## src/rtl/fpres_pkg.sv

```systemverilog
package fpres_pkg;

  typedef enum logic [2:0] {
    SEL_PASS    = 3'd0,
    SEL_DFLT    = 3'd1,
    SEL_QUIET_A = 3'd2,
    SEL_QUIET_B = 3'd3,
    SEL_KEEP_A  = 3'd4,
    SEL_KEEP_B  = 3'd5,
    SEL_ZERO    = 3'd6
  } resSel_e;

  typedef struct packed {
    logic    capture;
    resSel_e sel;
  } ctrlStrobe_t;

endpackage

```

## src/rtl/fpres_classify.sv

```systemverilog
module fpres_classify #(
  parameter int EXP_W  = 8,
  parameter int FRAC_W = 23
) (
  input  logic [EXP_W+FRAC_W-1:0] magBits,
  output logic                    isNan,
  output logic                    isSignal
);
  logic expAllOnes;
  logic fracNonZero;

  always_comb begin
    expAllOnes  = &magBits[EXP_W+FRAC_W-1:FRAC_W];
    fracNonZero = |magBits[FRAC_W-1:0];
    isNan       = expAllOnes && fracNonZero;
    isSignal    = isNan && !magBits[FRAC_W-1];
  end
endmodule

```

## src/rtl/fpres_ctrl.sv

```systemverilog
module fpres_ctrl
  import fpres_pkg::*;
#(
  parameter int EXP_W  = 8,
  parameter int FRAC_W = 23
) (
  input  logic                    clk,
  input  logic                    rstN,
  input  logic                    inValid,
  input  logic                    singleOp,
  input  logic                    defaultNanEn,
  input  logic                    flushEn,
  input  logic [EXP_W+FRAC_W-1:0] rawMag,
  input  logic                    rawIsNan,
  input  logic                    aIsNan,
  input  logic                    aIsSignal,
  input  logic                    bIsNan,
  input  logic                    bIsSignal,
  output ctrlStrobe_t             strobe,
  output logic                    outValid
);
  logic rawIsSub;
  logic bNanUsed;
  logic bSigUsed;
  resSel_e selNext;

  always_comb begin
    rawIsSub = (rawMag[EXP_W+FRAC_W-1:FRAC_W] == '0) && (rawMag[FRAC_W-1:0] != '0);
    bNanUsed = bIsNan && !singleOp;
    bSigUsed = bIsSignal && !singleOp;
  end

  always_comb begin
    selNext = SEL_PASS;
    if (rawIsNan) begin
      if (defaultNanEn || !(aIsNan || bNanUsed)) selNext = SEL_DFLT;
      else if (aIsSignal)                        selNext = SEL_QUIET_A;
      else if (bSigUsed)                         selNext = SEL_QUIET_B;
      else if (aIsNan)                           selNext = SEL_KEEP_A;
      else                                       selNext = SEL_KEEP_B;
    end else if (flushEn && rawIsSub) begin
      selNext = SEL_ZERO;
    end
  end

  always_comb begin
    strobe.capture = inValid;
    strobe.sel     = selNext;
  end

  always_ff @(posedge clk or negedge rstN) begin
    if (!rstN) outValid <= 1'b0;
    else       outValid <= inValid;
  end


  sel_keep_b_chk: assert property (@(posedge clk) disable iff (!rstN)
    (strobe.sel == SEL_KEEP_B) |-> (!aIsNan && !singleOp));
endmodule

```

## src/rtl/fpres_datapath.sv

```systemverilog
module fpres_datapath
  import fpres_pkg::*;
#(
  parameter int EXP_W  = 8,
  parameter int FRAC_W = 23
) (
  input  logic                      clk,
  input  logic                      rstN,
  input  ctrlStrobe_t               strobe,
  input  logic [EXP_W+FRAC_W:0]     rawResult,
  input  logic [EXP_W+FRAC_W:0]     srcA,
  input  logic [EXP_W+FRAC_W:0]     srcB,
  input  logic                      underflowIn,
  input  logic                      inexactIn,
  output logic [EXP_W+FRAC_W:0]     resultOut,
  output logic                      underflowOut,
  output logic                      inexactOut
);
  localparam int WORD_W = EXP_W + FRAC_W + 1;
  localparam logic [WORD_W-1:0] QUIET_MASK = WORD_W'(1) << (FRAC_W - 1);
  localparam logic [WORD_W-1:0] DEFAULT_NAN =
    {1'b0, {EXP_W{1'b1}}, 1'b1, {(FRAC_W-1){1'b0}}};

  logic [WORD_W-1:0] wordNext;
  logic              ufNext;
  logic              ixNext;

  always_comb begin
    ufNext = underflowIn;
    ixNext = inexactIn;
    unique case (strobe.sel)
      SEL_DFLT:    wordNext = DEFAULT_NAN;
      SEL_QUIET_A: wordNext = srcA | QUIET_MASK;
      SEL_QUIET_B: wordNext = srcB | QUIET_MASK;
      SEL_KEEP_A:  wordNext = srcA;
      SEL_KEEP_B:  wordNext = srcB;
      SEL_ZERO: begin
        wordNext = {rawResult[WORD_W-1], {(WORD_W-1){1'b0}}};
        ufNext   = 1'b1;
        ixNext   = 1'b0;
      end
      default:     wordNext = rawResult;
    endcase
  end

  always_ff @(posedge clk or negedge rstN) begin
    if (!rstN) begin
      resultOut    <= '0;
      underflowOut <= 1'b0;
      inexactOut   <= 1'b0;
    end else if (strobe.capture) begin
      resultOut    <= wordNext;
      underflowOut <= ufNext;
      inexactOut   <= ixNext;
    end
  end


  hold_chk: assert property (@(posedge clk) disable iff (!rstN)
    !strobe.capture |=> ($stable(resultOut) && $stable(underflowOut) && $stable(inexactOut)));
endmodule

```

## src/rtl/fp_nan_resolver.sv

```systemverilog
module fp_nan_resolver
  import fpres_pkg::*;
#(
  parameter int EXP_W  = 8,
  parameter int FRAC_W = 23
) (
  input  logic                    clk,
  input  logic                    rstN,
  input  logic                    inValid,
  input  logic [EXP_W+FRAC_W:0]   rawResult,
  input  logic [EXP_W+FRAC_W:0]   srcA,
  input  logic [EXP_W+FRAC_W:0]   srcB,
  input  logic                    singleOp,
  input  logic                    defaultNanEn,
  input  logic                    flushEn,
  input  logic                    underflowIn,
  input  logic                    inexactIn,
  output logic                    outValid,
  output logic [EXP_W+FRAC_W:0]   resultOut,
  output logic                    underflowOut,
  output logic                    inexactOut
);
  localparam int WORD_W = EXP_W + FRAC_W + 1;
  localparam int MAG_W  = WORD_W - 1;
  localparam int N_WORD = 3;

  logic [N_WORD-1:0][MAG_W-1:0] magSet;
  logic [N_WORD-1:0]            nanSet;
  logic [N_WORD-1:0]            sigSet;
  ctrlStrobe_t                  strobe;

  assign magSet[0] = rawResult[MAG_W-1:0];
  assign magSet[1] = srcA[MAG_W-1:0];
  assign magSet[2] = srcB[MAG_W-1:0];

  for (genvar gi = 0; gi < N_WORD; gi++) begin : g_cls
    fpres_classify #(.EXP_W(EXP_W), .FRAC_W(FRAC_W)) i_cls (
      .magBits (magSet[gi]),
      .isNan   (nanSet[gi]),
      .isSignal(sigSet[gi])
    );
  end

  fpres_ctrl #(.EXP_W(EXP_W), .FRAC_W(FRAC_W)) i_ctrl (
    .clk         (clk),
    .rstN        (rstN),
    .inValid     (inValid),
    .singleOp    (singleOp),
    .defaultNanEn(defaultNanEn),
    .flushEn     (flushEn),
    .rawMag      (magSet[0]),
    .rawIsNan    (nanSet[0]),
    .aIsNan      (nanSet[1]),
    .aIsSignal   (sigSet[1]),
    .bIsNan      (nanSet[2]),
    .bIsSignal   (sigSet[2]),
    .strobe      (strobe),
    .outValid    (outValid)
  );

  fpres_datapath #(.EXP_W(EXP_W), .FRAC_W(FRAC_W)) i_dp (
    .clk         (clk),
    .rstN        (rstN),
    .strobe      (strobe),
    .rawResult   (rawResult),
    .srcA        (srcA),
    .srcB        (srcB),
    .underflowIn (underflowIn),
    .inexactIn   (inexactIn),
    .resultOut   (resultOut),
    .underflowOut(underflowOut),
    .inexactOut  (inexactOut)
  );


  valid_rise_chk: assert property (@(posedge clk) disable iff (!rstN)
    inValid |=> outValid);

  valid_idle_chk: assert property (@(posedge clk) disable iff (!rstN)
    !inValid |=> !outValid);

  dflt_nan_chk: assert property (@(posedge clk) disable iff (!rstN)
    (inValid && defaultNanEn && nanSet[0]) |=>
      (resultOut == {1'b0, {EXP_W{1'b1}}, 1'b1, {(FRAC_W-1){1'b0}}}));

  no_signal_out_chk: assert property (@(posedge clk) disable iff (!rstN)
    outValid |-> !((&resultOut[MAG_W-1:FRAC_W]) && (resultOut[FRAC_W-1:0] != '0)
                   && !resultOut[FRAC_W-1]));

  flush_zero_chk: assert property (@(posedge clk) disable iff (!rstN)
    (inValid && flushEn && (rawResult[MAG_W-1:FRAC_W] == '0) && (rawResult[FRAC_W-1:0] != '0))
      |=> ((resultOut[MAG_W-1:0] == '0) && (resultOut[MAG_W] == $past(rawResult[MAG_W]))
           && underflowOut && !inexactOut));

  pass_chk: assert property (@(posedge clk) disable iff (!rstN)
    (inValid && !nanSet[0] && !flushEn) |=>
      ((resultOut == $past(rawResult)) && (underflowOut == $past(underflowIn))
       && (inexactOut == $past(inexactIn))));
endmodule

```

## config.mk

```make
export PLATFORM = sky130hd
export DESIGN_NAME = fp_nan_resolver
export DESIGN_NICKNAME = d
export VERILOG_FILES = /design/src/rtl/fpres_pkg.sv /design/src/rtl/fpres_classify.sv /design/src/rtl/fpres_ctrl.sv /design/src/rtl/fpres_datapath.sv /design/src/rtl/fp_nan_resolver.sv
export SDC_FILE = /design/constraint.sdc
export NUM_CORES = 1
export LEC_CHECK = 0
export BUFFER_PORTS_ARGS = -buffer_cell sky130_fd_sc_hd__buf_2
export CORE_ASPECT_RATIO = 0.6
export CORE_MARGIN = 10
export CORE_UTILIZATION = 38
export CTS_BUF_LIST = sky130_fd_sc_hd__clkbuf_4
export DETAILED_ROUTE_END_ITERATION = 10
export GPL_TIMING_DRIVEN = 1
export PLACE_DENSITY = 0.89
export SETUP_SLACK_MARGIN = 0.02
export SYNTH_ARGS = -nofsm -noshare
export SYNTH_HDL_FRONTEND = slang
export SYNTH_SLANG_ARGS = --single-unit
export TNS_END_PERCENT = 100
```

## constraint.sdc

```tcl
create_clock -name clk -period 0.95 [get_ports clk]
set_clock_uncertainty 0.2 [all_clocks]
set_input_delay 0.19 -clock clk [delete_from_list [all_inputs] [get_ports clk]]
set_output_delay 0.19 -clock clk [all_outputs]
set_load 0.05 [all_outputs]
```

[Word-level counts from Yosys, hierarchy flattened]
Index checks and enable logic that the tools add are counted.
Word-level totals
  bits in registers: 35
  input port bits: 104
  output and inout bits: 35
  logic and storage cells: 42
Operators by class
  equal/unequal tests: 6
  muxes and demuxes: 9
  reductions and logical operators: 23
Operators with widths (count)
  32-bit one-hot mux with 6 select lines: 1
  23-bit OR reduction: 3
  8-bit AND reduction: 3
  23-bit nonzero test: 1
  3-bit 2-to-1 mux: 5
  3-bit equality test (second input constant): 3
  1-bit logical AND: 9
  8-bit zero test: 1
  3-bit by 2-bit equality test with 1-bit output (second input constant): 2
  1-bit zero test: 4
  3-bit by 1-bit equality test with 1-bit output (second input constant): 1
  1-bit 2-to-1 mux: 3
  1-bit logical OR: 2

[Depth between registers and ports, before layout]
  depth after elaboration: 10
  mapped depth: 7

[By module]
A second synthesis with hierarchy kept.
Second synthesis, totals
  cells, all modules: 269
  area, all modules: 2580.0 µm²
By module, submodules not included
  fpres_datapath: instances 1, cells each 208, area each 2118.3 µm², sequential area each 850.8 µm²
  fpres_classify: instances 3, cells each 12, area each 91.3 µm², sequential area each 0.0 µm²
  fpres_ctrl: instances 1, cells each 25, area each 187.7 µm², sequential area each 25.0 µm²

[Least setup slack after synthesis]
Ideal clock, no wire load.
  path kind: input -> register
  start: input rawResult[17]
  end: register i_dp.resultOut[2]
  library setup time: 0.126 ns
  data arrival time: 1.611 ns
  setup slack: -0.987 ns
  stages on the path: 7
  path through: nor4_1 nand4_1 o2111a_2 or3_4 buf_6 o22ai_1 nor2_1
On the way
  cells in the longest elaborated chain, start to end: 7
Ends and longest elaborated chain
  from (decl): RTL line fp_nan_resolver.sv:10  | input logic [EXP_W+FRAC_W:0] rawResult,
  23-bit nonzero test: RTL line fpres_ctrl.sv:28  | rawIsSub = (rawMag[EXP_W+FRAC_W-1:FRAC_W] == '0) && (rawMag[FRAC_W-1:0] != '0);
  1-bit logical AND: RTL line fpres_ctrl.sv:28
  1-bit logical AND: RTL line fpres_ctrl.sv:41  | end else if (flushEn && rawIsSub) begin
  3-bit 2-to-1 mux: RTL line fpres_ctrl.sv:41
  3-bit 2-to-1 mux *: RTL line fpres_ctrl.sv:35  | if (rawIsNan) begin
  3-bit equality test (tied with other cells): RTL line fpres_datapath.sv:31  | unique case (strobe.sel)
  32-bit one-hot mux with 6 select lines *: RTL line fpres_datapath.sv:31
  to (signal assigned): RTL line fpres_datapath.sv:52  | resultOut <= wordNext;
  to (decl): RTL line fpres_datapath.sv:15  | output logic [EXP_W+FRAC_W:0] resultOut,
Every way passes the cells marked *; elsewhere a longest branch is shown, timed or not.
A chain may end at the register's enable or synchronous reset.

[Worst setup path in the final report]
  start: input srcA[19]
  end: register i_dp.resultOut[20]
On the way
  cells in the longest elaborated chain, start to end: 9
Ends and longest elaborated chain
  from (decl): RTL line fp_nan_resolver.sv:11  | input logic [EXP_W+FRAC_W:0] srcA,
  23-bit OR reduction *: RTL line fpres_classify.sv:14  | fracNonZero = |magBits[FRAC_W-1:0];
  1-bit logical AND *: RTL line fpres_classify.sv:15  | isNan = expAllOnes && fracNonZero;
  1-bit 2-to-1 mux / 1-bit logical OR (equally long branches): RTL line fpres_ctrl.sv:39, fpres_ctrl.sv:36
  3-bit 2-to-1 mux / 1-bit zero test (equally long branches): RTL line fpres_ctrl.sv:38, fpres_ctrl.sv:36
  3-bit 2-to-1 mux / 1-bit logical OR (equally long branches): RTL line fpres_ctrl.sv:37, fpres_ctrl.sv:36
  3-bit 2-to-1 mux *: RTL line fpres_ctrl.sv:36  | if (defaultNanEn || !(aIsNan || bNanUsed)) selNext = SEL_DFLT;
  3-bit 2-to-1 mux *: RTL line fpres_ctrl.sv:35
  3-bit equality test (tied with other cells): RTL line fpres_datapath.sv:31
  32-bit one-hot mux with 6 select lines *: RTL line fpres_datapath.sv:31
Marked as above.

==> impl_summary.log <==
[metrics] result of the run: finished with violations
[metrics] failing checks: negative hold slack, negative setup slack
[metrics] unrepaired setup endpoints after global routing: yes
[metrics] clock sink count: 35
[metrics] Tmin final: roughly 2.2 ns
[metrics] GRT Residual Overflow: 0
[metrics] number of different library cells in the post-synthesis netlist: 31
[metrics] detail-routed net length per standard cell: approximately 31 um
[metrics] synthesis-stage register bit count: 35
[metrics] sequential-to-total area share from yosys stat: 0.468
[metrics] number of buffers inserted for hold repair after clock tree synthesis: 2
[metrics] slowest cell on the critical path: sky130_fd_sc_hd__a2111oi_4
[metrics] core box area: between 4000 and 5000 um2
[metrics] number of fillers in the final layout: between 150 and 200
[metrics] most used standard cells in the synthesized netlist: 35 x sky130_fd_sc_hd__dfrtp_1, 30 x sky130_fd_sc_hd__nor2_1, 23 x sky130_fd_sc_hd__a221oi_1, 22 x sky130_fd_sc_hd__o22ai_1, 16 x sky130_fd_sc_hd__nor4_1
[metrics] total wire length after detailed routing: around 15000 um
[metrics] setup violators final: between 60 and 70
[metrics] DRC Markers: 0
[metrics] async set-reset flop share out of synthesis: 1.00
[metrics] Final nets: around 510
[metrics] largest voltage drop on the vdd net: around 0.87 mV
[metrics] Max Freq: 464 MHz
[metrics] RD Place Congestion: between 0.9 and 1
[metrics] max-slew headroom at the worst pin: 0.717
[metrics] number of antenna violations at the first check in global routing: 1
[metrics] area of the mapped netlist: 1870 um2
[metrics] data arrival time of the critical path: 2.22 ns
[metrics] cell with the most instances after synthesis: sky130_fd_sc_hd__dfrtp_1
[metrics] share of power burned in combinational logic: 0.439
[metrics] setup ws final: -1.20 ns
[metrics] fraction of final layout cells with drive strength greater than 1: 0.787
[metrics] net switching power of the design: 1.89 mW
[metrics] Skew-Pair Late Insertion Delay: approximately 0.33 ns
[metrics] top cells by area, synth: sky130_fd_sc_hd__dfrtp_1 47%, sky130_fd_sc_hd__a221oi_1 11%, sky130_fd_sc_hd__o22ai_1 7.3%, sky130_fd_sc_hd__nor2_1 6.0%, sky130_fd_sc_hd__nor4_1 5.3%
[metrics] post-synth net total: around 290
[metrics] drt pass-1 iters: 6
[metrics] Internal Dissipation: about 2.8 mW
[metrics] Clk pin slew, worst setup/hold paths: about 0.15 ns
[metrics] final standard cell area without fillers: 4220 um2
[metrics] Hold Worst Slack: -0.0876 ns
[metrics] leading area contributor after synthesis: sky130_fd_sc_hd__dfrtp_1
[metrics] layout-stage area growth over the synthesis result: 125%
[metrics] die outline area: around 8200 um2
[metrics] Cell Area, Placed: between 3000 and 4000 um2
[metrics] element type at the critical path end: flop
[metrics] kind of start point of the critical path: primary input
[metrics] estimated wirelength of the detail-placed design: 7180 um
[metrics] MaxCap Viol Count: 0
[metrics] pin count of the biggest net entering global routing: 36
[metrics] power share of the clock group: 0.186
[metrics] critical-path cell list: buf_2 -> nor4_4 -> nand4_1 -> o21a_2 -> buf_12 -> a2111oi_4 -> buf_4 -> a221oi_1 -> nor2_1
[metrics] path type of the worst setup path: in2reg
[metrics] via count of the first global-routing pass: slightly above 3000
[metrics] count of antenna-violating nets left after detailed routing: 0
[metrics] post-synthesis average cell area: between 10 and 15 um2
[metrics] synthesized instance count: between 150 and 200
[metrics] part of the total power dissipated in sequential elements: 0.375
[metrics] Diodes inserted: 0
[metrics] library cell used as clock root buffer: sky130_fd_sc_hd__clkbuf_4
[metrics] post-placement cell count: about 420
[metrics] cell row count: 19
[metrics] Hold/Removal Path Class: in2reg
[metrics] Clock Tree Buf Depth: 2
[metrics] initial core utilization: 0.402
[metrics] final core area utilization: 0.905
[metrics] maximum fanout along the worst path: 5
[metrics] number of buffers added on ports: between 100 and 150
[metrics] total clock buffers created by CTS: 5
[metrics] I/O pins: 139
[metrics] TritonCTS clock tree: done
[metrics] net switching share of the total power: 0.400
[metrics] leading register cell type out of synthesis: sky130_fd_sc_hd__dfrtp_1
[metrics] post-DR vias/cell: just under 7
[metrics] warning count from the yosys run: 0
[metrics] hold violation count in the final report: 20
[metrics] largest stage delay on the critical path: 0.36 ns
[metrics] Finished Layout Cells: between 400 and 500
[metrics] fraction of the cycle the final worst path needs: 2.27
[metrics] DR iter-0 viols: a little over 500
[metrics] Worst-Margin Slew: around 0.42 ns
[metrics] width of the die: between 100 and 150 um
[metrics] pins over their slew limit: 0
[metrics] GR Util All Layers: 0.273
[metrics] Die H: ~74 um
[metrics] fraction of synthesized cell area taken by the top area cell type: 0.468
[metrics] Critical Path RT: just over 1 ns
[metrics] Post-synth EDFFs: 0
[metrics] cell leakage power: about 1.9 nW
[metrics] global-route wire length before repair: approximately 18000 um
[metrics] ratio of total power to cell area: roughly 1100 nW/um2
[metrics] vias after detailed routing: between 3000 and 4000
[metrics] CTS H-tree lvls: 2
==> timing repair <==
action | 4_1_cts | 5_1_grt
gates resized for setup | 140 | 34
setup buffers | 19 | 12
cloned | 7 | 0
endpoints found under the setup margin | 69 | 69
pin swaps | 21 | 20
endpoints found under the hold margin | 64 | 18
==> metrics by stage <==
step | setup TNS (ns) | setup WS, ns | power (mW) | hold WS (ns)
after floorplan | -23.32 | -0.889 | 2.46 | -0.306
after global placement | -47.99 | -1.84 | 3.13 | -0.0326
after detailed placement | -48.62 | -1.87 | 3.16 | -0.0350
after CTS | -34.30 | -0.864 | 4.38 | -0.0913
after global routing | -40.57 | -1.20 | 4.83 | -0.0997
final | -38.92 | -1.20 | 4.72 | -0.0876
==> placed cells by master, fill, tap and decap left out, drive strengths merged <==
cell type and n:
o22ai 22, a221oi 23, dlygate4sd3 2, nand3 1
nor4b 1, inv 4, clkinv 2, o2111a 2
mux2 8, nand4 8, clkbuf 6, a2111oi 2
dfrtp 35, or3 4, o2bb2ai 1, o21ai 4
nand2b 1, o31ai 1, nor3 4, nand2 5
o21a 2, a21oi 1, buf 224, nor2 30
nor4 16
==> path summary, 6_finish.rpt <==
check,from,to,slack [ns],depth (start not counted)
worst max-delay path,srcA[19],i_dp.resultOut[20]$_DFFE_PN0P_,-1.20,9
worst min-delay path,srcB[17],i_dp.resultOut[17]$_DFFE_PN0P_,-0.09,3
worst max register to register,i_dp.resultOut[20]$_DFFE_PN0P_,i_dp.resultOut[20]$_DFFE_PN0P_,-0.38,3
worst min register to register,i_dp.resultOut[30]$_DFFE_PN0P_,i_dp.resultOut[30]$_DFFE_PN0P_,0.34,1
max in group asynchronous,rstN,i_dp.resultOut[1]$_DFFE_PN0P_,0.14,3
min in group asynchronous,rstN,i_dp.resultOut[12]$_DFFE_PN0P_,0.16,3
==> flip-flops by register name (all words and copies together), names as in the netlist <==
name	cells
i_dp.inexactOut	1
i_dp.resultOut	32
i_ctrl.outValid	1
i_dp.underflowOut	1
==> kinds of logic after synthesis <==
logic type / share of synthesized area
muxes: 0.0481
buffers and inverters: 0.0661
AOI/OAI and AO/OA: 0.239
and+or+nand+nor: 0.179
DFF: 0.468
==> power by group through the flow <==
stage	logic, mW	registers (mW)	clock network [mW]
after global placement	1.39	1.74	0
after global routing	2.13	1.79	0.913
after CTS	1.79	1.76	0.839
final	2.07	1.77	0.878
after floorplan	0.227	2.24	0
after detailed placement	1.41	1.75	0
==> worst max-delay path: cells and delay by family <==
kind	cells	cell delay, ns
compound gates	3	0.77
simple gates	3	0.73
buf+inv	3	0.53
==> cell type report <==
| type | count | area [um2] | share of cell area |
|---|---|---|---|
| inverter | 4 | 15.0 | 0.00356 |
| clock buffer | 6 | 45.0 | 0.0107 |
| multi-input combinational | 136 | 1450 | 0.344 |
| clock inverter | 2 | 8.76 | 0.00208 |
| tap | 63 | 78.8 | 0.0187 |
| sequential | 35 | 896 | 0.212 |
| timing repair buffer | 226 | 1720 | 0.408 |
==> layer usage <==
layer,global-route usage,vias to the layer above,wire length [um]
met1,0.297,1491,4860
met5,0,-,0
li1,-,1196,-
met4,0.126,0,1140
met2,0.460,385,6350
met3,0.123,135,2190
Power figures use the tool's default switching activity.
